<file path="config.mk">
export PLATFORM = sky130hd
export DESIGN_NAME = uart_lsr_fifo
export DESIGN_NICKNAME = d
export VERILOG_FILES = /design/src/rtl/uart_lsr_pkg.sv /design/src/rtl/uart_brk_filter.sv /design/src/rtl/uart_rx_fifo.sv /design/src/rtl/uart_tx_track.sv /design/src/rtl/uart_lsr_fifo.sv
export SDC_FILE = /design/constraint.sdc
export NUM_CORES = 1
export LEC_CHECK = 0
export ABC_AREA = 1
export BUFFER_PORTS_ARGS = -buffer_cell sky130_fd_sc_hd__buf_4
export CAP_MARGIN = 20
export CELL_PAD_IN_SITES_DETAIL_PLACEMENT = 0
export CELL_PAD_IN_SITES_GLOBAL_PLACEMENT = 2
export CORE_ASPECT_RATIO = 1.5
export CORE_MARGIN = 5
export CORE_UTILIZATION = 37
export DETAILED_ROUTE_END_ITERATION = 8
export HOLD_SLACK_MARGIN = 0.02
export PLACE_DENSITY = 0.81
export SYNTH_ARGS = -nofsm -noshare
export SYNTH_HDL_FRONTEND = slang
export SYNTH_SLANG_ARGS = --single-unit
</file>
<file path="constraint.sdc">
create_clock -name clk -period 3.6 [get_ports clk]
set_input_delay 0.36 -clock clk [delete_from_list [all_inputs] [get_ports clk]]
set_output_delay 0.36 -clock clk [all_outputs]
set_load 0.005 [all_outputs]
</file>
<file path="src/rtl/uart_lsr_pkg.sv">
package uart_lsr_pkg;
    localparam int CHAR_W = 8;

    typedef struct packed {
        logic              brk;
        logic              ferr;
        logic              perr;
        logic [CHAR_W-1:0] data;
    } rx_entry_t;

    typedef enum logic [0:0] {
        BRK_IDLE = 1'b0,
        BRK_HELD = 1'b1
    } brk_state_t;

    function automatic logic entry_tagged(rx_entry_t e);
        return e.brk | e.ferr | e.perr;
    endfunction
endpackage

</file>
<file path="src/rtl/uart_brk_filter.sv">
module uart_brk_filter (
    input  logic clk,
    input  logic rst_n,
    input  logic rx_valid,
    input  logic rx_brk,
    output logic push_ok
);
    import uart_lsr_pkg::*;

    brk_state_t state_q, state_d;

    always_ff @(posedge clk or negedge rst_n) begin
        if (!rst_n) state_q <= BRK_IDLE;
        else        state_q <= state_d;
    end

    always_comb begin
        state_d = state_q;
        push_ok = 1'b0;
        unique case (state_q)
            BRK_IDLE: begin
                push_ok = rx_valid;
                if (rx_valid && rx_brk) state_d = BRK_HELD;
            end
            BRK_HELD: begin
                push_ok = rx_valid && !rx_brk;
                if (rx_valid && !rx_brk) state_d = BRK_IDLE;
            end
            default: state_d = BRK_IDLE;
        endcase
    end

    assert_brk_once_R7: assert property (@(posedge clk) disable iff (!rst_n)
        (push_ok && rx_brk) |=> (state_q == BRK_HELD));
endmodule

</file>
<file path="src/rtl/uart_rx_fifo.sv">
module uart_rx_fifo #(
    parameter int DEPTH = 16
) (
    input  logic                    clk,
    input  logic                    rst_n,
    input  logic                    fifo_en,
    input  logic                    push,
    input  uart_lsr_pkg::rx_entry_t push_entry,
    input  logic                    pop,
    output uart_lsr_pkg::rx_entry_t head,
    output logic                    not_empty,
    output logic                    err_any,
    output logic                    drop
);
    import uart_lsr_pkg::*;

    localparam int AW = (DEPTH > 1) ? $clog2(DEPTH) : 1;
    localparam int CW = $clog2(DEPTH + 1);

    rx_entry_t       mem [DEPTH];
    logic [AW-1:0]   wr_ptr, rd_ptr;
    logic [CW-1:0]   count, err_cnt, cap;
    logic            full, do_pop, accept, inc_err, dec_err;

    assign cap       = fifo_en ? CW'(DEPTH) : CW'(1);
    assign full      = (count >= cap);
    assign not_empty = (count != '0);
    assign do_pop    = pop && not_empty;
    assign accept    = push && (!full || do_pop);
    assign drop      = push && !accept;
    assign head      = mem[rd_ptr];
    assign inc_err   = accept && entry_tagged(push_entry);
    assign dec_err   = do_pop && entry_tagged(head);
    assign err_any   = (err_cnt != '0);

    function automatic logic [AW-1:0] bump(logic [AW-1:0] p);
        return (p == AW'(DEPTH - 1)) ? '0 : p + AW'(1);
    endfunction

    always_ff @(posedge clk or negedge rst_n) begin
        if (!rst_n) begin
            wr_ptr  <= '0;
            rd_ptr  <= '0;
            count   <= '0;
            err_cnt <= '0;
            for (int i = 0; i < DEPTH; i++) mem[i] <= '0;
        end else begin
            if (accept) begin
                mem[wr_ptr] <= push_entry;
                wr_ptr      <= bump(wr_ptr);
            end
            if (do_pop) rd_ptr <= bump(rd_ptr);
            count   <= count + CW'(accept) - CW'(do_pop);
            err_cnt <= err_cnt + CW'(inc_err) - CW'(dec_err);
        end
    end

    assert_no_overflow_R5: assert property (@(posedge clk) disable iff (!rst_n)
        count <= CW'(DEPTH));
    assert_err_bound_R4: assert property (@(posedge clk) disable iff (!rst_n)
        err_cnt <= count);
    assert_full_keep_R5: assert property (@(posedge clk) disable iff (!rst_n)
        (push && full && !pop) |=> $stable(count) && $stable(wr_ptr));
endmodule

</file>
<file path="src/rtl/uart_tx_track.sv">
module uart_tx_track #(
    parameter int DEPTH = 16
) (
    input  logic clk,
    input  logic rst_n,
    input  logic fifo_en,
    input  logic wr,
    input  logic load,
    input  logic done,
    output logic hold_empty,
    output logic all_empty
);
    localparam int CW = $clog2(DEPTH + 1);

    logic [CW-1:0] count, cap;
    logic          busy, do_load, wr_ok;

    assign cap        = fifo_en ? CW'(DEPTH) : CW'(1);
    assign do_load    = load && (count != '0) && (!busy || done);
    assign wr_ok      = wr && ((count < cap) || do_load);
    assign hold_empty = (count == '0);
    assign all_empty  = hold_empty && !busy;

    always_ff @(posedge clk or negedge rst_n) begin
        if (!rst_n) begin
            count <= '0;
            busy  <= 1'b0;
        end else begin
            count <= count + CW'(wr_ok) - CW'(do_load);
            if (do_load)   busy <= 1'b1;
            else if (done) busy <= 1'b0;
        end
    end

    assert_last_load_R9: assert property (@(posedge clk) disable iff (!rst_n)
        (load && !busy && !wr && count == CW'(1)) |=> (hold_empty && !all_empty));
    assert_write_fill_R9: assert property (@(posedge clk) disable iff (!rst_n)
        (wr && hold_empty) |=> !hold_empty);
endmodule

</file>
<file path="src/rtl/uart_lsr_fifo.sv">
module uart_lsr_fifo #(
    parameter int RX_DEPTH = 16,
    parameter int TX_DEPTH = 16
) (
    input  logic       clk,
    input  logic       rst_n,
    input  logic       fifo_en,
    input  logic       rx_valid,
    input  logic [7:0] rx_data,
    input  logic       rx_perr,
    input  logic       rx_ferr,
    input  logic       rx_brk,
    input  logic       rx_read,
    output logic [7:0] rx_dout,
    input  logic       lsr_read,
    output logic [7:0] lsr,
    input  logic       tx_write,
    input  logic       tx_load,
    input  logic       tx_shift_done
);
    import uart_lsr_pkg::*;

    rx_entry_t in_entry, head;
    logic      push_ok, not_empty, err_any, ovr_drop, ovr_q;
    logic      hold_empty, all_empty;

    assign in_entry = '{brk: rx_brk, ferr: rx_ferr, perr: rx_perr, data: rx_data};

    uart_brk_filter u_brk (
        .clk      (clk),
        .rst_n    (rst_n),
        .rx_valid (rx_valid),
        .rx_brk   (rx_brk),
        .push_ok  (push_ok)
    );

    uart_rx_fifo #(.DEPTH(RX_DEPTH)) u_rxq (
        .clk        (clk),
        .rst_n      (rst_n),
        .fifo_en    (fifo_en),
        .push       (push_ok),
        .push_entry (in_entry),
        .pop        (rx_read),
        .head       (head),
        .not_empty  (not_empty),
        .err_any    (err_any),
        .drop       (ovr_drop)
    );

    uart_tx_track #(.DEPTH(TX_DEPTH)) u_tx (
        .clk        (clk),
        .rst_n      (rst_n),
        .fifo_en    (fifo_en),
        .wr         (tx_write),
        .load       (tx_load),
        .done       (tx_shift_done),
        .hold_empty (hold_empty),
        .all_empty  (all_empty)
    );

    always_ff @(posedge clk or negedge rst_n) begin
        if (!rst_n)        ovr_q <= 1'b0;
        else if (ovr_drop) ovr_q <= 1'b1;
        else if (lsr_read) ovr_q <= 1'b0;
    end

    assign rx_dout = not_empty ? head.data : '0;
    assign lsr = {err_any, all_empty, hold_empty,
                  not_empty & head.brk, not_empty & head.ferr, not_empty & head.perr,
                  ovr_q, not_empty};

    assert_oe_clear_R6: assert property (@(posedge clk) disable iff (!rst_n)
        (lsr_read && !ovr_drop) |=> !lsr[1]);
    assert_oe_set_R5: assert property (@(posedge clk) disable iff (!rst_n)
        ovr_drop |=> lsr[1] && $stable(rx_dout));
    assert_temt_R10: assert property (@(posedge clk) disable iff (!rst_n)
        lsr[6] |-> lsr[5]);
endmodule

</file>
* Word level (Yosys, flattened, before mapping)
Cells that the tools add are included.
Storage, ports and cells: output and inout port bits 16, input bits 20, bits in registers 202, word-level logic and storage cells 140
Cells by class: order comparisons 5, eq/ne operators 2, $add $sub $neg 8, reductions and logical operators 25, multiplexer cells 18, bitwise logic cells 10
Operators with widths (count):
- $bwmux W176 | 1
- $bmux W11 S4 | 1
- $demux W11 S4 | 1
- $mux W11 | 3
- $add A5 B1 Y5 | 3
- $reduce_bool A5 Y1 | 3
- $sub A5 B1 Y5 | 3
- $logic_and A1 B1 Y1 | 12
- $ge A5 B5 Y1 const B | 2
- $not A4 Y5 | 2
- $add A4 B1 Y4 const B | 2
- $eq A4 B4 Y1 const B | 2
- $mux W4 | 2
- $mux W8 | 1
- $mux W1 | 6
- $ge A5 B5 Y1 | 1
- $logic_not A5 Y1 | 1
- $lt A5 B1 Y1 const B | 1
- $lt A5 B5 Y1 | 1
- $mux W5 | 1
- $logic_not A1 Y1 | 4
- $or A1 B1 Y1 | 4
- $pmux W1 S2 | 2
- $reduce_bool A2 Y1 | 2
- 3 further kinds | 7

* Longest topological paths before layout
Gate-level depths: netlist (run 1).
word-level depth 8, depth in mapped cells 20, depth with buffers taken out 18

* Hierarchy
Synthesis (run 1) repeated with hierarchy kept, for this count alone.
Second synthesis, totals: cells, all modules 1458, area, all modules 11442.2 um^2
Modules (own cells, without submodules):
- uart_rx_fifo | area each 10750.3 um^2, seq. area each 4854.7 um^2, instances 1, cells an instance 1360
- uart_tx_track | area each 471.7 um^2, seq. area each 150.1 um^2, instances 1, cells an instance 59
- uart_lsr_fifo | area each 171.4 um^2, seq. area each 25.0 um^2, instances 1, cells an instance 33
- uart_brk_filter | area each 48.8 um^2, seq. area each 25.0 um^2, instances 1, cells an instance 6

* Worst setup path after synthesis (run 1)
Ideal clock, no wire load.
path kind register -> register, from register u_rxq.rd_ptr[0], to register u_rxq.err_cnt[4], buffers on the path 2, setup time 0.128 ns, period minus slack after synthesis 2.633 ns, slack 0.967 ns, cell stages (with the launch flop) 21, data required time 3.472 ns, arrival time 2.505 ns, path through dfrtp_1 > buf_4 > inv_2 > buf_4 > nand2_1 > nand3_1 > nand2_1 > nand2_1 > nand2_1 > inv_1 > nand2_1 > nor2_1 > a21oi_1 > ha_1 > inv_1 > ha_1 > inv_1 > fa_1 > o21ai_0 > a21oi_1 > xor2_1
On the way: word-level cells in the longest chain between the ends 8
Ends and longest elaborated chain:
- start: declaration | RTL line uart_rx_fifo.sv:21 | logic [AW-1:0] wr_ptr, rd_ptr;
- start signal: assignment | RTL line uart_rx_fifo.sv:52 | if (do_pop) rd_ptr <= bump(rd_ptr);
- $not A4 Y5 (not written as such) * | RTL line uart_rx_fifo.sv:31 | assign head = mem[rd_ptr];
- $bmux W11 S4 * | RTL line uart_rx_fifo.sv:31
- $mux W11 (not written as such) * (2 in a row) | RTL line uart_rx_fifo.sv:31
- $or A1 B1 Y1 | RTL line uart_lsr_pkg.sv:17 | return e.brk | e.ferr | e.perr;
- $or A1 B1 Y1 * | RTL line uart_lsr_pkg.sv:17
- $logic_and A1 B1 Y1 * | RTL line uart_rx_fifo.sv:33 | assign dec_err = do_pop && entry_tagged(head);
- $sub A5 B1 Y5 * | RTL line uart_rx_fifo.sv:54 | err_cnt <= err_cnt + CW'(inc_err) - CW'(dec_err);
- end signal: assignment | RTL line uart_rx_fifo.sv:54
- end: declaration | RTL line uart_rx_fifo.sv:22 | logic [CW-1:0] count, err_cnt, cap;
Mark *: on every way between the ends. The rest lies on a longest branch, timed or not. The select of a mux whose other input is x is not followed. A chain may end at the register's enable or synchronous reset.

* Worst setup path after layout (run 1)
from register u_rxq.rd_ptr[0], to output port rx_dout[0]
On the way: word-level cells in the longest chain between the ends 5
Ends and longest elaborated chain:
- $not A4 Y5 (not written as such) | RTL line uart_rx_fifo.sv:31
- $bmux W11 S4 | RTL line uart_rx_fifo.sv:31
- $mux W11 (not written as such) (2 in a row) | RTL line uart_rx_fifo.sv:31
- $mux W8 | RTL line uart_lsr_fifo.sv:67 | assign rx_dout = not_empty ? head.data : '0;
- end: declaration | RTL line uart_lsr_fifo.sv:14 | output logic [7:0] rx_dout,
No other way between the ends. The select of a mux whose other input is x is not followed.

==> results.md, run 1 <==
* Syn Inst Count at 1397
* Synth Area in Adders at 4.03%
* Detailed Route WL at 34200 µm
* Worst Setup EP: rx_dout[0]
* Grt met2 use at 37.2%
* Combinational family with the most area after synthesis: simple AND/OR/NAND/NOR gates
* Num CTS Buffers at 22
* Initial Utilization at 37.5%
* Place WS at 0.529 ns
* Internal reg-to-reg setup slack at 0.49 ns
* Final period util at 90.0%
* Vias in the first global route at 9084
* Fin crit period at 3.24 ns
* Synth warn at 0
* Most used routing layer: met2
* Syn Std Cell Area at 10800 µm²
* Die width at 150 µm
* Share of layout cells above drive strength 1 at 8.90%
* Launch point of the worst reg-to-reg path: u_rxq.rd_ptr[0]
* Initial antenna violation count at 0
* Crit end category: primary output
* Met1 usage at 27.4%
* Crit Path Class: flop to primary output
* DPL Wire Length at 22000 µm
* Crit path DAT at 2.88 ns
* Startpoint Class: flop
* Unique masters post-synth at 32
* Max Cap Viol at 0
* Die ar. at 32800 µm²
* FF-to-FF End: u_rxq.err_cnt[4]
* Fin. Hold Viols at 0
* WL/cell at 19.2 µm
* CTS Sinks at 202
* Final net count at 1431
* Peak VDD IR at 0.549 mV
* Worst endpoint required time at 3.24 ns
* Relative slew margins at 42.0%
* Setup violations, final at 0
* First-pass GRT wire length at 53600 µm
* Standard-cell rows at 76
* Fin. max-slew vios at 0
* H-tree levels at 1
* Outcome: finished, final reports clean
* Post-synthesis mux area share at 0%
* CTS tree: done
* Cell Count, Final, Fillers Out at 1783
* Leakage at 6.17 nW
* Die Ht at 219 µm
* Synth Area per Inst at 7.73 µm²
* IO buf count at 35
* Vias per Instance at 5.09
* I/O pins at 36
* Clk_skew at 0.0107 ns
* Fmax achieved at 309 MHz
* Gr ovfl total at 0
* Worst slew pin tran at 0.870 ns
* Simple-Gate Fraction of Synth Area at 30.8%
* XOR/XNOR share of the synthesized area at 1.30%
* CTS Buffer Depth at 3
* Pwr dens at 929 nW/µm²
* GR Util All Layers at 21.1%
* Setup WS post-layout at 0.360 ns
* DR iter-0 viols at 713
* Pre-antenna DRT Iters at 5
* CORE AREA at 28800 µm²
* Largest net degree at the start of global routing at 101
* Sum Neg Setup Slack at 0 ns
* RSZ-0062 raised after global routing: false
* GP Congestion at 0.872
* CP max FO at 32
* Residual DRC at 0
* Seq/Total Area, Yosys at 46.8%
* Compound-Gate Fraction of Synth Area at 7.41%
* Root Buffer: clkbuf_16
* Routed via count at 9079
* Synthesis-stage register bit count at 202
* Area delta synth->final at 10.2%
* Reg2Reg Depth at 17
* Met3 Use GR at 2.35%
* Worst-path clk slew at 0.06 ns
* Hold Path Class: primary input to flop
* Setup crit start: u_rxq.rd_ptr[0]
* Post-Syn Nets at 1450
* DP Cell Count at 1743
* Skew-Pair Late Insertion Delay at 0.52 ns
* Number of diodes at 0
* Antenna Nets Post-Route at 0
## metal layers
| layer | vias up | wire length (µm) |
|---|---|---|
| met1 | 4425 | 14400 |
| met4 | 0 | 800 |
| li1 | 4417 | - |
| met3 | 48 | 1300 |
| met2 | 189 | 17700 |
| met5 | - | 0 |
## worst max-delay path, cell delays in order, from the launching register on
cell     delay, ns
dfrtp_2       0.45
inv_2         0.37
buf_4         0.44
o21ai_0       0.13
o22ai_1       0.31
nand2_1       0.13
nand2_1       0.13
inv_1         0.05
a21oi_1       0.19
buf_4         0.15
## cells by family after synthesis
kind of cell	after synthesis
and+or+nand+nor	803
DFF	202
buffers and inverters	198
AOI/OAI and AO/OA	145
adders and majority gates	33
xor gates and xnor gates	16
## through the flow
step                hold slack [ns]  util, %  power (mW)  cell area [µm²]
floorplan                    0.0644        -        7.09            10800
global placement              0.448     38.6        8.62            11100
detailed placement            0.453     38.7        8.69            11100
CTS                          0.0220     41.3        11.2            11900
global route                 0.0528     41.3        11.9            11900
finish                       0.0384     41.3        11.1            11900
## synth_stat cells, drive strengths merged
| master | count | area share (%) |
|---|---|---|
| a21oi | 16 | 0.78 |
| a31oi | 4 | 0.23 |
| and3 | 1 | 0.058 |
| buf | 66 | 5.1 |
| clkbuf | 48 | 1.7 |
| clkinv | 1 | 0.046 |
| dfrtp | 202 | 47 |
| fa | 3 | 0.56 |
| ha | 30 | 3.5 |
| inv | 83 | 2.9 |
| nand2 | 464 | 16 |
| nand3 | 209 | 9.7 |
| nand3b | 1 | 0.070 |
| nor2 | 127 | 4.4 |
| nor3 | 1 | 0.046 |
| o211ai | 17 | 1.2 |
| o21a | 1 | 0.070 |
| o21ai | 90 | 4.2 |
| o22ai | 17 | 0.98 |
| xnor2 | 2 | 0.16 |
| xor2 | 14 | 1.1 |
## cell type report
cell class / instances / area [µm²]
Clock buffer: 33 / 653
Timing Repair Buffer: 71 / 581
Inverter: 84 / 322
Clock inverter: 6 / 105
Multi-Input combinational cell: 997 / 4700
Fill cell: 3005 / 16900
Tap cell: 390 / 488
Sequential cell: 202 / 5060
## flip-flops by register name, summed over array words and instances, names as in the netlist, named ones only
name / count
u_tx.count: 5
u_rxq.count: 5
u_rxq.err_cnt: 5
u_tx.busy: 1
ovr_q: 1
u_rxq.mem: 176
u_rxq.wr_ptr: 4
u_rxq.rd_ptr: 4
## worst min-delay path by stage
stage                         from             end  slack, ns  cells after the start
finish               tx_shift_done       u_tx.busy       0.04                      2
global route              lsr_read           ovr_q       0.05                      2
CTS                  tx_shift_done       u_tx.busy       0.02                      2
detailed placement  u_rxq.mem[117]  u_rxq.mem[117]       0.45                      2
global placement    u_rxq.mem[145]  u_rxq.mem[145]       0.45                      2
floorplan                    rst_n       async pin       0.06                      0
## power breakdown
part	leakage (nW)	internal [mW]	total (mW)	switching (mW)
Combinational	3.19	1.68	4.76	3.08
Clock	0.373	1.47	2.43	0.962
Sequential	2.60	3.26	3.87	0.610
Total	6.17	6.41	11.1	4.65
## placed cells by master (no fill, tap or decap), drive strengths merged, types with 4 or more instances in the layout
cell / synthesis / layout
nand2: 464 / 464
nand3: 209 / 209
dfrtp: 202 / 202
nor2: 127 / 127
o21ai: 90 / 90
inv: 83 / 83
buf: 66 / 70
clkbuf: 48 / 33
ha: 30 / 30
o211ai: 17 / 17
o22ai: 17 / 17
a21oi: 16 / 16
xor2: 14 / 14
a31oi: 4 / 4
clkinv: 1 / 4
## timing repair
item,in CTS,in global routing
hold buffers,1,0
setup buffers,0,0
resized for setup,0,0
endpoints found under the hold margin,96,0
No activity file was read; power rests on OpenSTA's default activity.
==> run 2, diff against run 1 <==
- GPL_TIMING_DRIVEN: default -> 0
==> results.md, run 2 (synthesized netlist as in run 1, its figures left out) <==
* Outcome: finished, final reports clean
* Relative slew margins at 32.6% (-9.4 points)
* Most used routing layer: met2
* Fin. Hold Viols at 0 (unchanged)
* Detailed Route WL at 38700 µm (+13%)
* Sum Neg Setup Slack at 0 ns (unchanged)
* Worst path cell trace: buf_4 > clkinv_2 > clkbuf_2 > nand2_1 > nand3_1 > nand3_1 > nand2_1 > nor2_1 > a21oi_1 > ha_1 > inv_1 > ha_1 > inv_1 > fa_1 > o21ai_0 > a21oi_1 > xor2_1
* Most frequent cells in the layout: nand2_1, nand3_1, dfrtp_1
* CP max FO at 10 (-69%)
* Pwr dens at 945 nW/µm² (+1.8%)
* Crit Path Class: flop to flop
* Met3 Use GR at 2.33% (-0.021 points)
* Pre-antenna DRT Iters at 5 (unchanged)
* Final period util at 95.0% (+5.0 points)
* CTS resizes at 0 (unchanged)
* Share of layout cells above drive strength 1 at 9.82% (+0.92 points)
* CTS Buffer Depth at 3 (unchanged)
* CORE AREA at 28800 µm² (unchanged)
* Max reg flops at 176 (unchanged)
* Worst slew pin tran at 1.01 ns (+0.140 ns)
* # Post-CTS Setup Buffers at 0 (unchanged)
* Num CTS Buffers at 23 (+4.5%)
* Largest net degree at the start of global routing at 111 (+9.9%)
* Standard-cell rows at 76 (unchanged)
* Commonest non-fill, non-tap cell in the layout: nand2_1
* CP peak stage delay at 0.40 ns (-0.05 ns)
* WL/cell at 20.8 µm (+8.8%)
* Comb power frac at 45.6% (+2.6 points)
* First-pass GRT wire length at 59200 µm (+10%)
* Crit end category: flop
* Crit path DAT at 3.82 ns (+0.94 ns)
* Root Buffer: clkbuf_16
* Fin. max-slew vios at 0 (unchanged)
* Vias per Instance at 5.13 (+0.65%)
* Grt met2 use at 43.1% (+5.9 points)
* IO buf count at 24 (-31%)
* DR iter-0 viols at 779 (+9.3%)
* Startpoint Class: flop
* CTS tree: done
* Setup violations, final at 0 (unchanged)
* Sequential Power Share at 33.0% (-2.0 points)
* Fin crit period at 3.42 ns (+0.179 ns)
* Initial Utilization at 37.5% (unchanged)
* GP Congestion at 0.935 (+7.2%)
* Hold Path Class: primary input to flop
* Worst-path clk slew at 0.06 ns (about the same)
* Die Ht at 219 µm (unchanged)
* Gr ovfl total at 0 (unchanged)
* Leakage at 6.34 nW (+2.7%)
* Met1 usage at 30.1% (+2.7 points)
* Final net count at 1503 (+5.0%)
* Residual DRC at 0 (unchanged)
* Peak VDD IR at 0.431 mV (-21%)
* H-tree levels at 1 (unchanged)
* Clk_skew at 0.0223 ns (+0.0116 ns)
* Vias in the first global route at 9560 (+5.2%)
* Area delta synth->final at 14.1%
* Place WS at 0.0813 ns (-0.448 ns)
* Die ar. at 32800 µm² (unchanged)
* Fmax achieved at 292 MHz (-5.2%)
* GR Util All Layers at 24.1% (+3.0 points)
* Slowest CP cell: fa_1
* Share of total power in the clock network at 21.5% (-0.4 points)
* Worst endpoint required time at 4.00 ns (+0.76 ns)
* Setup WS post-layout at 0.181 ns (-0.179 ns)
* Skew-Pair Late Insertion Delay at 0.54 ns (+0.02 ns)
* DPL Wire Length at 27700 µm (+26%)
* Number of diodes at 0 (unchanged)
* Internal at 6.57 mW (+2.6%)
* Antenna Nets Post-Route at 0 (unchanged)
* Sw Pwr at 5.08 mW (+9.3%)
* I/O pins at 36 (unchanged)
* Initial antenna violation count at 0 (unchanged)
* Largest reg by FF count: u_rxq.mem
* RSZ-0062 raised after global routing: false
* Sw frac at 43.6% (+1.5 points)
* CTS Sinks at 202 (unchanged)
* Max Cap Viol at 0 (unchanged)
* Routed via count at 9512 (+4.8%)
* Die width at 150 µm (unchanged)
## run 2: power groups by stage
| stage | sequential, mW | combinational [mW] | clock (mW) |
|---|---|---|---|
| 2_1_floorplan | 3.69 | 3.40 | 0 |
| 3_3_place_gp | 3.85 | 5.24 | 0 |
| 3_5_place_dp | 3.87 | 5.29 | 0 |
| 4_1_cts | 3.84 | 5.32 | 2.58 |
| 5_1_grt | 3.96 | 5.90 | 2.65 |
| 6_report | 3.85 | 5.31 | 2.50 |
## run 2: final timing paths
path                                    end             from  slack [ns]  cells after the start
max                        u_rxq.err_cnt[4]  u_rxq.rd_ptr[1]        0.18                     17
min                               u_tx.busy          tx_load        0.13                      3
min reg2reg                  u_rxq.mem[150]   u_rxq.mem[150]        0.47                      2
max in group asynchronous     u_rxq.mem[28]            rst_n        2.11                      3
max reg2reg                u_rxq.err_cnt[4]  u_rxq.rd_ptr[1]        0.18                     17
min in group asynchronous    u_rxq.count[4]            rst_n        0.45                      2
## run 2: what timing repair did
| item | in CTS | in global routing |
|---|---|---|
| hold buffers | 4 | 0 |
| endpoints found under the setup margin | 0 | 1 |
| hold endpoints to repair | 95 | 0 |
## run 2: area by class of cell
class                           instances  area, µm²
Buffer                                113        726
Clock buffer                           29        618
Clock inverter                         12        166
Fill cell                            3021      16500
Inverter                               84        322
Multi-Input combinational cell        997       4700
Sequential cell                       202       5050
Tap cell                              390        488
Timing Repair Buffer                   29        255
## run 2: metal layers
metal	share of wire (%)	wire, µm
met3	4.5	1730
met1	41	15800
met5	0	0
met2	51	19800
met4	3.5	1370
## run 2: critical path: cells and delay by family, from the launching register on
kind,cells,cell delay [ns]
adders and majority gates,3,0.84
xor gates and xnor gates,1,0.14
DFF,1,0.36
and+or+nand+nor,5,0.71
buffers and inverters,5,0.83
AOI/OAI and AO/OA,3,0.41
## run 2: through the flow
stage | util (%) | std cells | area, µm² | power (mW) | hold WS [ns]
final | 42.8 | 1856 | 12300 | 11.7 | 0.130
after detailed placement | 39.9 | 1812 | 11500 | 9.16 | 0.432
after floorplan | - | 1397 | 10800 | 7.09 | 0.0644
after global routing | 42.8 | 1856 | 12300 | 12.5 | 0.135
after global placement | 39.8 | 1811 | 11500 | 9.10 | 0.448
after CTS | 42.8 | 1857 | 12300 | 11.7 | 0.104
==> run 3, diff against run 2 <==
- ABC_AREA: 1 -> default
- CORE_UTILIZATION: 37 -> 46
- PLACE_DENSITY: 0.81 -> 0.82
- RECOVER_POWER: default -> 25
==> results.md, run 3 <==
* Worst slew pin tran at 2.57 ns (+1.56 ns)
* Max reg flops at 176 (unchanged)
* Detailed Route WL at 23200 µm (-40%)
* Setup violations, final at 0 (unchanged)
* Async set-reset flop share out of synthesis at 100% (unchanged)
* Area delta synth->final at 14.4%
* Crit end category: flop
* FF-to-FF End: u_rxq.err_cnt[4]
* Peak VDD IR at 0.341 mV (-21%)
* CP max FO at 10 (unchanged)
* Fin crit period at 3.47 ns (+0.0488 ns)
* Final period util at 96.3% (+1.4 points)
* Share of layout cells above drive strength 1 at 24.7% (+15 points)
* Largest net degree at the start of global routing at 115 (+3.6%)
* Residual DRC at 0 (unchanged)
* Vias in the first global route at 6436 (-33%)
* CORE AREA at 21100 µm² (-27%)
* Die ar. at 24600 µm² (-25%)
* Fill count at 1759 (-42%)
* Relative slew margins at -71.3% (-100 points)
* IO buf count at 34 (+42%)
* Synth top area share at 51.2% (+4.4 points)
* Fin. max-slew vios at 114 (+114)
* Outcome: finished, violations left
* Synth area leaders: dfrtp_1, mux2_1, mux4_2
* Syn Inst Count at 671 (-52%)
* Pre-antenna DRT Iters at 4 (-1)
* Share of total power in the clock network at 22.4% (+0.9 points)
* Number of diodes at 0 (unchanged)
* Post-synth EDFFs at 0 (unchanged)
* Commonest non-fill, non-tap cell in the layout: dfrtp_1
* Hold Path Class: primary input to flop
* Setup crit start: u_rxq.rd_ptr[3]
* Initial Utilization at 46.9% (+9.4 points)
* Crit Path Class: flop to flop
* Internal reg-to-reg setup slack at 0.13 ns (-0.05 ns)
* RSZ-0062 raised after global routing: false
* Hold slack at 0.0504 ns (-0.0800 ns)
* Failing checks: max-capacitance violations, max-slew violations
* CTS Sinks at 202 (unchanged)
* Synthesis-stage register bit count at 202 (unchanged)
* Synth warn at 0 (unchanged)
* Standard-cell rows at 65 (-14%)
* Worst Setup EP: u_rxq.err_cnt[4]
* H-tree levels at 1 (unchanged)
* Die width at 130 µm (-13%)
* Top-count cell post-synth: dfrtp_1
* Launch point of the worst reg-to-reg path: u_rxq.rd_ptr[3]
* Syn Std Cell Area at 9870 µm² (-8.6%)
* Post-Syn Nets at 724 (-50%)
* Unique masters post-synth at 44 (+38%)
* DPL Wire Length at 14800 µm (-46%)
* Synth Area per Inst at 14.7 µm² (+90%)
* GR Util All Layers at 19.8% (-4.3 points)
* Gr ovfl total at 0 (unchanged)
* Most used DFF post-synth: dfrtp_1
* Vias per Instance at 5.69 (+11%)
* Max Cap Viol at 1 (+1)
* Root Buffer: clkbuf_16
* GP Congestion at 0.775 (-17%)
* Final core utilization at 53.6% (+11 points)
* Internal at 6.98 mW (+6.2%)
* CTS tree: done
* Crit path DAT at 3.87 ns (+0.05 ns)
* First-pass GRT wire length at 37100 µm (-37%)
* Num CTS Buffers at 22 (-4.3%)
* Post-synth top cells: dfrtp_1, mux2_1, mux4_2
* CTS Buffer Depth at 3 (unchanged)
* Clk_skew at 0.0159 ns (-0.00646 ns)
* DR iter-0 viols at 289 (-63%)
* Sw frac at 32.2% (-11 points)
* Most frequent cells in the layout: dfrtp_1, mux2_1, buf_4
* Reg2Reg Depth at 14 (-3)
* Comb power frac at 39.0% (-6.6 points)
* Final net count at 785 (-48%)
* Worst-path clk slew at 0.07 ns (about the same)
* Initial antenna violation count at 1 (+1)
* Antenna Nets Post-Route at 0 (unchanged)
* WL/cell at 22.9 µm (+10%)
* Yosys top cell by area: dfrtp_1
* Seq/Total Area, Yosys at 51.2% (+4.4 points)
* Sw Pwr at 3.32 mW (-35%)
* I/O pins at 36 (unchanged)
* Routed via count at 5763 (-39%)
* Largest reg by FF count: u_rxq.mem
* Startpoint Class: flop
* Fin. Hold Viols at 0 (unchanged)
* Skew-Pair Late Insertion Delay at 0.51 ns (-0.03 ns)
* Fmax achieved at 288 MHz (-1.4%)
* Leakage at 5.29 nW (-17%)
* Sequential Power Share at 38.7% (+5.7 points)
* Worst endpoint required time at 4.00 ns (about the same)
* Pwr dens at 912 nW/µm² (-3.5%)
* Die Ht at 189 µm (-14%)
==> run 3: how the worst min path moves through the flow <==
stage	to	cells past startpoint	startpoint	slack (ns)
3_3_place_gp	u_rxq.mem[105]	1	u_rxq.mem[105]	0.47
4_1_cts	ovr_q	2	lsr_read	0.03
5_1_grt	ovr_q	2	lsr_read	0.05
2_1_floorplan	async pin	0	rst_n	0.06
3_5_place_dp	u_rxq.mem[106]	1	u_rxq.mem[106]	0.48
6_report	ovr_q	2	lsr_read	0.05
==> run 3: logic make-up after synthesis <==
logic type,Yosys count,synth area share (%)
muxes,236,32.7
DFF,202,51.2
buffers and inverters,87,4.58
and+or+nand+nor,69,3.99
adders and majority gates,33,4.41
AOI/OAI and AO/OA,30,1.89
xor gates and xnor gates,14,1.24
==> run 3: cell type report <==
cell class / count / area, µm² / area share [%]
timing repair buffer: 38 / 308 / 2.73
sequential: 202 / 5050 / 44.8
buffer: 50 / 343 / 3.04
tap: 268 / 335 / 2.97
inverter: 36 / 138 / 1.22
clock buffer: 28 / 593 / 5.25
multi-input combinational: 382 / 4390 / 38.8
clock inverter: 9 / 138 / 1.22
==> run 3: worst max-delay path, stage by stage, from the launching register on <==
cell      delay (ns)
dfrtp_1         0.81
clkbuf_1        0.54
a32oi_1         0.21
o21a_1          0.19
a31oi_1         0.27
ha_1            0.30
inv_1           0.06
ha_1            0.15
inv_1           0.05
fa_1            0.40
inv_1           0.07
a21oi_1         0.06
nor2_1          0.09
nor2_1          0.06
xnor2_1         0.11
==> run 3: routing by layer <==
layer	track usage, %	wire length (µm)	vias to the layer above
met4	5.12	569	0
met5	0	0	-
met1	26.3	9640	3078
li1	-	-	2533
met3	2.46	929	45
met2	34.2	12100	107
==> run 3: power by group through the flow <==
stage | Sequential, mW | Combinational [mW] | Clock [mW]
global placement | 3.88 | 3.90 | 0
global route | 4.10 | 4.46 | 2.44
floorplan | 3.77 | 2.97 | 0
CTS | 3.98 | 4.05 | 2.36
finish | 3.98 | 4.01 | 2.30
detailed placement | 3.98 | 4.04 | 0
==> run 3: per-stage QoR <==
step                      instances  setup TNS, ns  area (µm²)  setup WS [ns]  power [mW]
after detailed placement        974        -0.0638       10500        -0.0638        8.02
after floorplan                 671              0        9870          0.534        6.73
after global placement          973        -0.0432       10500        -0.0432        7.78
final                          1013              0       11300          0.132        10.3
after CTS                      1012              0       11300        0.00878        10.4
after global routing           1013              0       11300        0.00184        11.0
==> run 3: timing repair <==
item / 4_1_cts / 5_1_grt
hold endpoints to repair: 114 / 0
setup buffers: 0 / 1
endpoints found under the setup margin: 2 / 2
resized for setup: 4 / 10
hold buffers: 2 / 0
